[config.mk]
export PLATFORM = sky130hd
export DESIGN_NAME = fft_seq
export DESIGN_NICKNAME = d
export VERILOG_FILES = /design/src/rtl/fft_seq_pkg.sv /design/src/rtl/fft_seq_bitrev.sv /design/src/rtl/fft_seq_agen.sv /design/src/rtl/fft_seq_ctrl.sv /design/src/rtl/fft_seq.sv
export SDC_FILE = /design/constraint.sdc
export NUM_CORES = 1
export LEC_CHECK = 0
export BUFFER_PORTS_ARGS = -buffer_cell sky130_fd_sc_hd__buf_2
export CAP_MARGIN = 20
export CORE_MARGIN = 3
export CORE_UTILIZATION = 45
export DETAILED_ROUTE_END_ITERATION = 16
export GPL_TIMING_DRIVEN = 0
export PLACE_DENSITY_LB_ADDON = 0.15
export SETUP_SLACK_MARGIN = 0.1
export SLEW_MARGIN = 25
export SYNTH_ARGS = -nofsm -noshare
export SYNTH_HDL_FRONTEND = slang
export SYNTH_SLANG_ARGS = --single-unit
[constraint.sdc]
create_clock -name clk -period 4 [get_ports clk]
set_clock_uncertainty 0.05 [all_clocks]
set_input_delay 0.8 -clock clk [delete_from_list [all_inputs] [get_ports clk]]
set_output_delay 0.8 -clock clk [all_outputs]
set_load 0.02 [all_outputs]
[src/rtl/fft_seq_pkg.sv]
package fft_seq_pkg;
    typedef enum logic [1:0] {
        PH_IDLE  = 2'd0,
        PH_LOAD  = 2'd1,
        PH_COMP  = 2'd2,
        PH_DRAIN = 2'd3
    } phase_t;
endpackage

[src/rtl/fft_seq_bitrev.sv]
module fft_seq_bitrev #(
    parameter int W = 4
) (
    input  logic [W-1:0] din,
    output logic [W-1:0] dout
);
    for (genvar i = 0; i < W; i++) begin : g_rev
        assign dout[i] = din[W-1-i];
    end
endmodule

[src/rtl/fft_seq_agen.sv]
module fft_seq_agen #(
    parameter int M  = 4,
    parameter int SW = 3
) (
    input  logic [SW-1:0]       stage,
    input  logic [M-3:0]        iter,
    output logic [3:0][M-1:0]   addr,
    output logic [M-2:0]        tw
);
    localparam int N = 1 << M;
    localparam int Q = N / 4;

    int         sh;
    int         sm1;
    logic [M:0] b1, b2, mask, ns, k1, k2, off;

    always_comb begin
        // stage 0 only occurs outside the compute phase; treat it as stage 1
        if (stage == '0) begin
            sh  = M - 1;
            sm1 = 0;
        end else begin
            sh  = M - int'(stage);
            sm1 = int'(stage) - 1;
        end
        ns   = (M+1)'(1) << sh;
        mask = ns - (M+1)'(1);
        b1   = (M+1)'(iter);
        b2   = b1 + (M+1)'(Q);
        k1   = ((b1 >> sh) << (sh + 1)) | (b1 & mask);
        k2   = ((b2 >> sh) << (sh + 1)) | (b2 & mask);
        off  = (b1 & mask) << sm1;
        addr[0] = M'(k1);
        addr[1] = M'(k1 + ns);
        addr[2] = M'(k2);
        addr[3] = M'(k2 + ns);
        tw      = off[M-2:0];
    end
endmodule

[src/rtl/fft_seq_ctrl.sv]
module fft_seq_ctrl
    import fft_seq_pkg::*;
#(
    parameter int M   = 4,
    parameter int LAT = 2,
    parameter int SW  = 3,
    parameter int LW  = 4
) (
    input  logic          clk,
    input  logic          rst_n,
    input  logic          start,
    output phase_t        phase,
    output logic [M-1:0]  cnt,
    output logic [SW-1:0] stage,
    output logic [M-3:0]  iter,
    output logic [LW-1:0] slot,
    output logic          done
);
    localparam int N = 1 << M;
    localparam int Q = N / 4;
    localparam logic [M-1:0]  CNT_LAST  = M'(N - 1);
    localparam logic [M-3:0]  ITER_LAST = (M-2)'(Q - 1);
    localparam logic [SW-1:0] STG_LAST  = SW'(M);
    localparam logic [LW-1:0] SLOT_LAST = LW'(LAT + 7);

    typedef struct packed {
        phase_t        phase;
        logic [M-1:0]  cnt;
        logic [SW-1:0] stage;
        logic [M-3:0]  iter;
        logic [LW-1:0] slot;
        logic          done;
    } st_t;

    st_t st_d, st_q;

    always_comb begin
        st_d      = st_q;
        st_d.done = 1'b0;
        unique case (st_q.phase)
            PH_IDLE: begin
                if (start) begin
                    st_d.phase = PH_LOAD;
                    st_d.cnt   = '0;
                end
            end
            PH_LOAD: begin
                if (st_q.cnt == CNT_LAST) begin
                    st_d.phase = PH_COMP;
                    st_d.cnt   = '0;
                    st_d.stage = SW'(1);
                    st_d.iter  = '0;
                    st_d.slot  = '0;
                end else begin
                    st_d.cnt = st_q.cnt + 1'b1;
                end
            end
            PH_COMP: begin
                if (st_q.slot == SLOT_LAST) begin
                    st_d.slot = '0;
                    if (st_q.iter == ITER_LAST) begin
                        st_d.iter = '0;
                        if (st_q.stage == STG_LAST) begin
                            st_d.phase = PH_DRAIN;
                            st_d.stage = '0;
                            st_d.cnt   = '0;
                        end else begin
                            st_d.stage = st_q.stage + 1'b1;
                        end
                    end else begin
                        st_d.iter = st_q.iter + 1'b1;
                    end
                end else begin
                    st_d.slot = st_q.slot + 1'b1;
                end
            end
            PH_DRAIN: begin
                if (st_q.cnt == CNT_LAST) begin
                    st_d.phase = PH_IDLE;
                    st_d.cnt   = '0;
                    st_d.done  = 1'b1;
                end else begin
                    st_d.cnt = st_q.cnt + 1'b1;
                end
            end
            default: st_d.phase = PH_IDLE;
        endcase
    end

    always_ff @(posedge clk or negedge rst_n) begin
        if (!rst_n) begin
            st_q <= '{phase: PH_IDLE, cnt: '0, stage: '0, iter: '0, slot: '0, done: 1'b0};
        end else begin
            st_q <= st_d;
        end
    end

    assign phase = st_q.phase;
    assign cnt   = st_q.cnt;
    assign stage = st_q.stage;
    assign iter  = st_q.iter;
    assign slot  = st_q.slot;
    assign done  = st_q.done;
endmodule

[src/rtl/fft_seq.sv]
module fft_seq
    import fft_seq_pkg::*;
#(
    parameter int M   = 4,
    parameter int LAT = 2
) (
    input  logic         clk,
    input  logic         rst_n,
    input  logic         start,
    output logic         busy,
    output logic         done,
    output logic [M-1:0] mem_addr,
    output logic         mem_rd,
    output logic         mem_wr,
    output logic [M-2:0] tw_exp,
    output logic         rot_j
);
    localparam int SW = $clog2(M + 1);
    localparam int LW = $clog2(LAT + 8);
    localparam logic [LW-1:0] WR_FIRST = LW'(LAT + 4);

    phase_t             phase;
    logic [M-1:0]       cnt;
    logic [M-1:0]       cnt_rev;
    logic [SW-1:0]      stage;
    logic [M-3:0]       iter;
    logic [LW-1:0]      slot;
    logic [3:0][M-1:0]  quad;
    logic [M-2:0]       tw;
    logic [LW-1:0]      wslot;
    logic               in_rd, in_wr;

    fft_seq_ctrl #(.M(M), .LAT(LAT), .SW(SW), .LW(LW)) u_ctrl (
        .clk   (clk),
        .rst_n (rst_n),
        .start (start),
        .phase (phase),
        .cnt   (cnt),
        .stage (stage),
        .iter  (iter),
        .slot  (slot),
        .done  (done)
    );

    fft_seq_agen #(.M(M), .SW(SW)) u_agen (
        .stage (stage),
        .iter  (iter),
        .addr  (quad),
        .tw    (tw)
    );

    fft_seq_bitrev #(.W(M)) u_rev (
        .din  (cnt),
        .dout (cnt_rev)
    );

    always_comb begin
        in_rd    = (phase == PH_COMP) && (slot < LW'(4));
        in_wr    = (phase == PH_COMP) && (slot >= WR_FIRST);
        wslot    = slot - WR_FIRST;
        busy     = (phase != PH_IDLE);
        mem_rd   = in_rd || (phase == PH_DRAIN);
        mem_wr   = in_wr || (phase == PH_LOAD);
        rot_j    = (phase == PH_COMP) && (stage == SW'(1));
        tw_exp   = (phase == PH_COMP) ? tw : '0;
        mem_addr = '0;
        unique case (phase)
            PH_LOAD:  mem_addr = cnt;
            PH_DRAIN: mem_addr = cnt_rev;
            PH_COMP: begin
                if (in_rd)      mem_addr = quad[slot[1:0]];
                else if (in_wr) mem_addr = quad[wslot[1:0]];
            end
            default:  mem_addr = '0;
        endcase
    end
endmodule

==> results.sh <==
export IMPL_status="complete, but fails checks"
export IMPL_failed_checks="setup timing"
export IMPL_worst_slew_pin_slew_ns=0.435
export IMPL_crit_path_max_fanout=4
export IMPL_yosysSeqAreaShare_pct=22.5
export IMPL_syn_avg_cell_area_um2=7.70
export IMPL_num_vias=1739
export IMPL_netlist_area_um2=1780
export IMPL_end_kind="output pin"
export IMPL_port_buffers=14
export IMPL_antenna_found_initial=0
export IMPL_final_nets=294
export IMPL_slew_headroom_pct=70.4
export IMPL_place_congestion=0.830
export IMPL_htreeDepth=1
export IMPL_path_class="reg -> out"
export IMPL_dp_hpwl_um=3250
export IMPL_syn_instance_count=231
export IMPL_io_pins=15
export IMPL_cts_buffers=3
export IMPL_ys_warn_count=0
export IMPL_fin_crit_ns=4.26
export IMPL_synthesis_nets=259
export IMPL_drc_errors=0
export IMPL_synth_edff_count=0
export IMPL_cts_sinks=16
export IMPL_grt_pass1_vias=1614
export IMPL_start_util_pct=47.5
export IMPL_slew_viol_final=0
export IMPL_wirelength_um=4510
export IMPL_fin_setup_tns_ns=-0.375
export IMPL_antenna_cells=0
export IMPL_clockBufferDepth=2
export IMPL_hold_buffers=0
export IMPL_maxCapViolCount=0
export IMPL_track_usage_pct=21.1
export IMPL_fin_ws_ns=-0.259
export IMPL_dpl_worst_slack_ns=-0.313
export IMPL_ys_ff_latch=16
export IMPL_drtAntennaViolNets=0
export IMPL_arrival_ns=3.41
export IMPL_drive_gt1_share_pct=28.7
export IMPL_hold_violations=0
export IMPL_rsz0062_at_grt="true"
export IMPL_required_ns=3.15
export IMPL_ir_worst_vdd_v=0.000173
export IMPL_final_common_cell="nand2_1"
export IMPL_clk_pin_slew_ns=0.07
export IMPL_fmax_ghz=0.235
export IMPL_avgRoutedWirePerCell_um=14.4
export IMPL_first_iter_violations=99
export IMPL_area_growth_syn_to_layout_pct=26.8
export IMPL_cts_root_buffer="clkbuf_8"
export IMPL_cts_tree="built"
export IMPL_ys_types=47
export IMPL_grt_pass1_wl_um=7570
export IMPL_ys_flop_type="dfrtp_1"
export IMPL_die_y_um=68.9
export IMPL_setup_viol=2
export IMPL_first_pass_iters=5
export IMPL_fp_row_count=22
export IMPL_insertion_delay_ns=0.25
export IMPL_synth_async_reset_ratio_pct=100
export IMPL_core_area_um2=3740
export IMPL_grt_max_degree=17
export IMPL_final_period_utilization_pct=106
export IMPL_detail_route_vias_per_cell=5.56
export IMPL_hold_path_class="in -> async"
export IMPL_pwr_density_cell_nw_per_um2=139
export IMPL_layout_common_cells="nand2_1, ha_1, o21ai_0"
export IMPL_start_kind="flip-flop"
export IMPL_overflow=0
export IMPL_power_leakage_uw=0.000998
export IMPL_fp_dieW_um=68.9
export IMPL_die_area_um2=4740
-- cells by family (layout without fill, tap and decap cells) --
kind of cell | Yosys count | after routing | synth area share (%)
AOI/OAI and AO/OA | 61 | 61 | 22.5
xor gates and xnor gates | 4 | 4 | 1.97
adders and majority gates | 25 | 25 | 18.4
buffers and inverters | 27 | 61 | 6.68
DFF | 16 | 16 | 22.5
muxes | 4 | 4 | 2.67
and+or+nand+nor | 94 | 94 | 25.2
-- area by class of cell --
type	count	area, um^2
flip-flops and latches	16	400
well taps	48	60.1
plain buffers	8	47.5
multi-input cells	188	1410
repair buffers	30	205
clock buffers	4	55.1
inverters	19	81.3
fillers	358	1490
-- sequential cells by signal, summed over array words and instances, names as in the netlist --
| signal | cells |
|---|---|
| u_ctrl.iter | 2 |
| u_ctrl.slot | 4 |
| u_ctrl.done | 1 |
| u_ctrl.stage | 3 |
| u_ctrl.cnt | 4 |
| u_ctrl.phase | 2 |
-- Yosys cell counts (3+ instances only) --
library cell | number | share of area [%]
a21oi_1 | 13 | 3.7
a221oi_1 | 3 | 1.5
and2_1 | 3 | 1.1
and3_1 | 3 | 1.1
clkbuf_1 | 4 | 0.84
dfrtp_1 | 16 | 23
ha_1 | 23 | 16
inv_1 | 19 | 4.0
mux2_2 | 3 | 1.9
nand2_1 | 38 | 8.0
nand2b_1 | 8 | 2.8
nand3_1 | 5 | 1.4
nand4_1 | 3 | 1.1
nor2_1 | 18 | 3.8
nor2b_1 | 3 | 1.1
nor3_1 | 5 | 1.4
o21a_1 | 3 | 1.3
o21ai_0 | 19 | 5.3
o2bb2ai_1 | 3 | 1.5
o31ai_1 | 3 | 1.3
xnor2_1 | 3 | 1.5
-- worst max-delay path, stage by stage (launching register included) --
cell       delay (ns)
dfrtp_1          0.39
buf_6            0.14
inv_8            0.05
ha_4             0.15
and2_4           0.16
a21oi_4          0.05
nor2_2           0.09
nand2_1          0.08
ha_1             0.30
nand2b_4         0.15
nand2_4          0.06
ha_4             0.26
a21o_1           0.14
nand2_1          0.07
or3_4            0.35
o2111ai_4        0.10
xor2_2           0.11
a221oi_2         0.31
a21oi_4          0.05
buf_6            0.14
-- per-layer routing --
layer  vias to the layer above  global-route usage [%]  share of wire (%)
met5                         -                       0                  0
met4                         0                    2.92               0.55
met3                         4                    2.43                4.1
met2                        31                    34.5                 46
met1                       822                    30.5                 49
li1                        882                       -                  -
-- what timing repair did --
item	4_1_cts	5_1_grt
endpoints found under the hold margin	0	0
pin swaps	18	11
gates resized for setup	27	6
setup endpoints to repair	3	4
buffers inserted	16	1
-- per-stage QoR --
stage / hold slack [ns] / instance area, um^2 / instances / utilization (%) / power (uW)
4_1_cts: 0.422 / 2230 / 313 / 59.7 / 316
5_1_grt: 0.419 / 2260 / 313 / 60.3 / 324
3_3_place_gp: 0.487 / 1970 / 293 / 52.7 / 169
3_5_place_dp: 0.487 / 1970 / 293 / 52.7 / 169
2_1_floorplan: 0.432 / 1840 / 231 / - / 165
6_report: 0.409 / 2260 / 313 / 60.3 / 313
-- where the power goes --
part	switching, uW	internal [uW]	total, uW
Sequential	0	162	162
Combinational	3.27	0.824	4.10
Clock	59.7	87.3	147
Total	62.9	250	313
-- worst paths after layout --
kind                                 start              end  slack [ns]  depth (start not counted)
setup / recovery           u_ctrl.stage[0]      mem_addr[3]       -0.26                         19
hold / removal                       rst_n    u_ctrl.cnt[3]        0.41                          1
setup reg to reg            u_ctrl.slot[1]  u_ctrl.phase[1]        1.69                          8
hold reg to reg              u_ctrl.cnt[3]    u_ctrl.cnt[3]        0.50                          1
max in group asynchronous            rst_n   u_ctrl.iter[0]        3.22                          1
min in group clk             u_ctrl.cnt[3]    u_ctrl.cnt[3]        0.50                          1
Note: power is estimated with default switching activity, not from simulation.
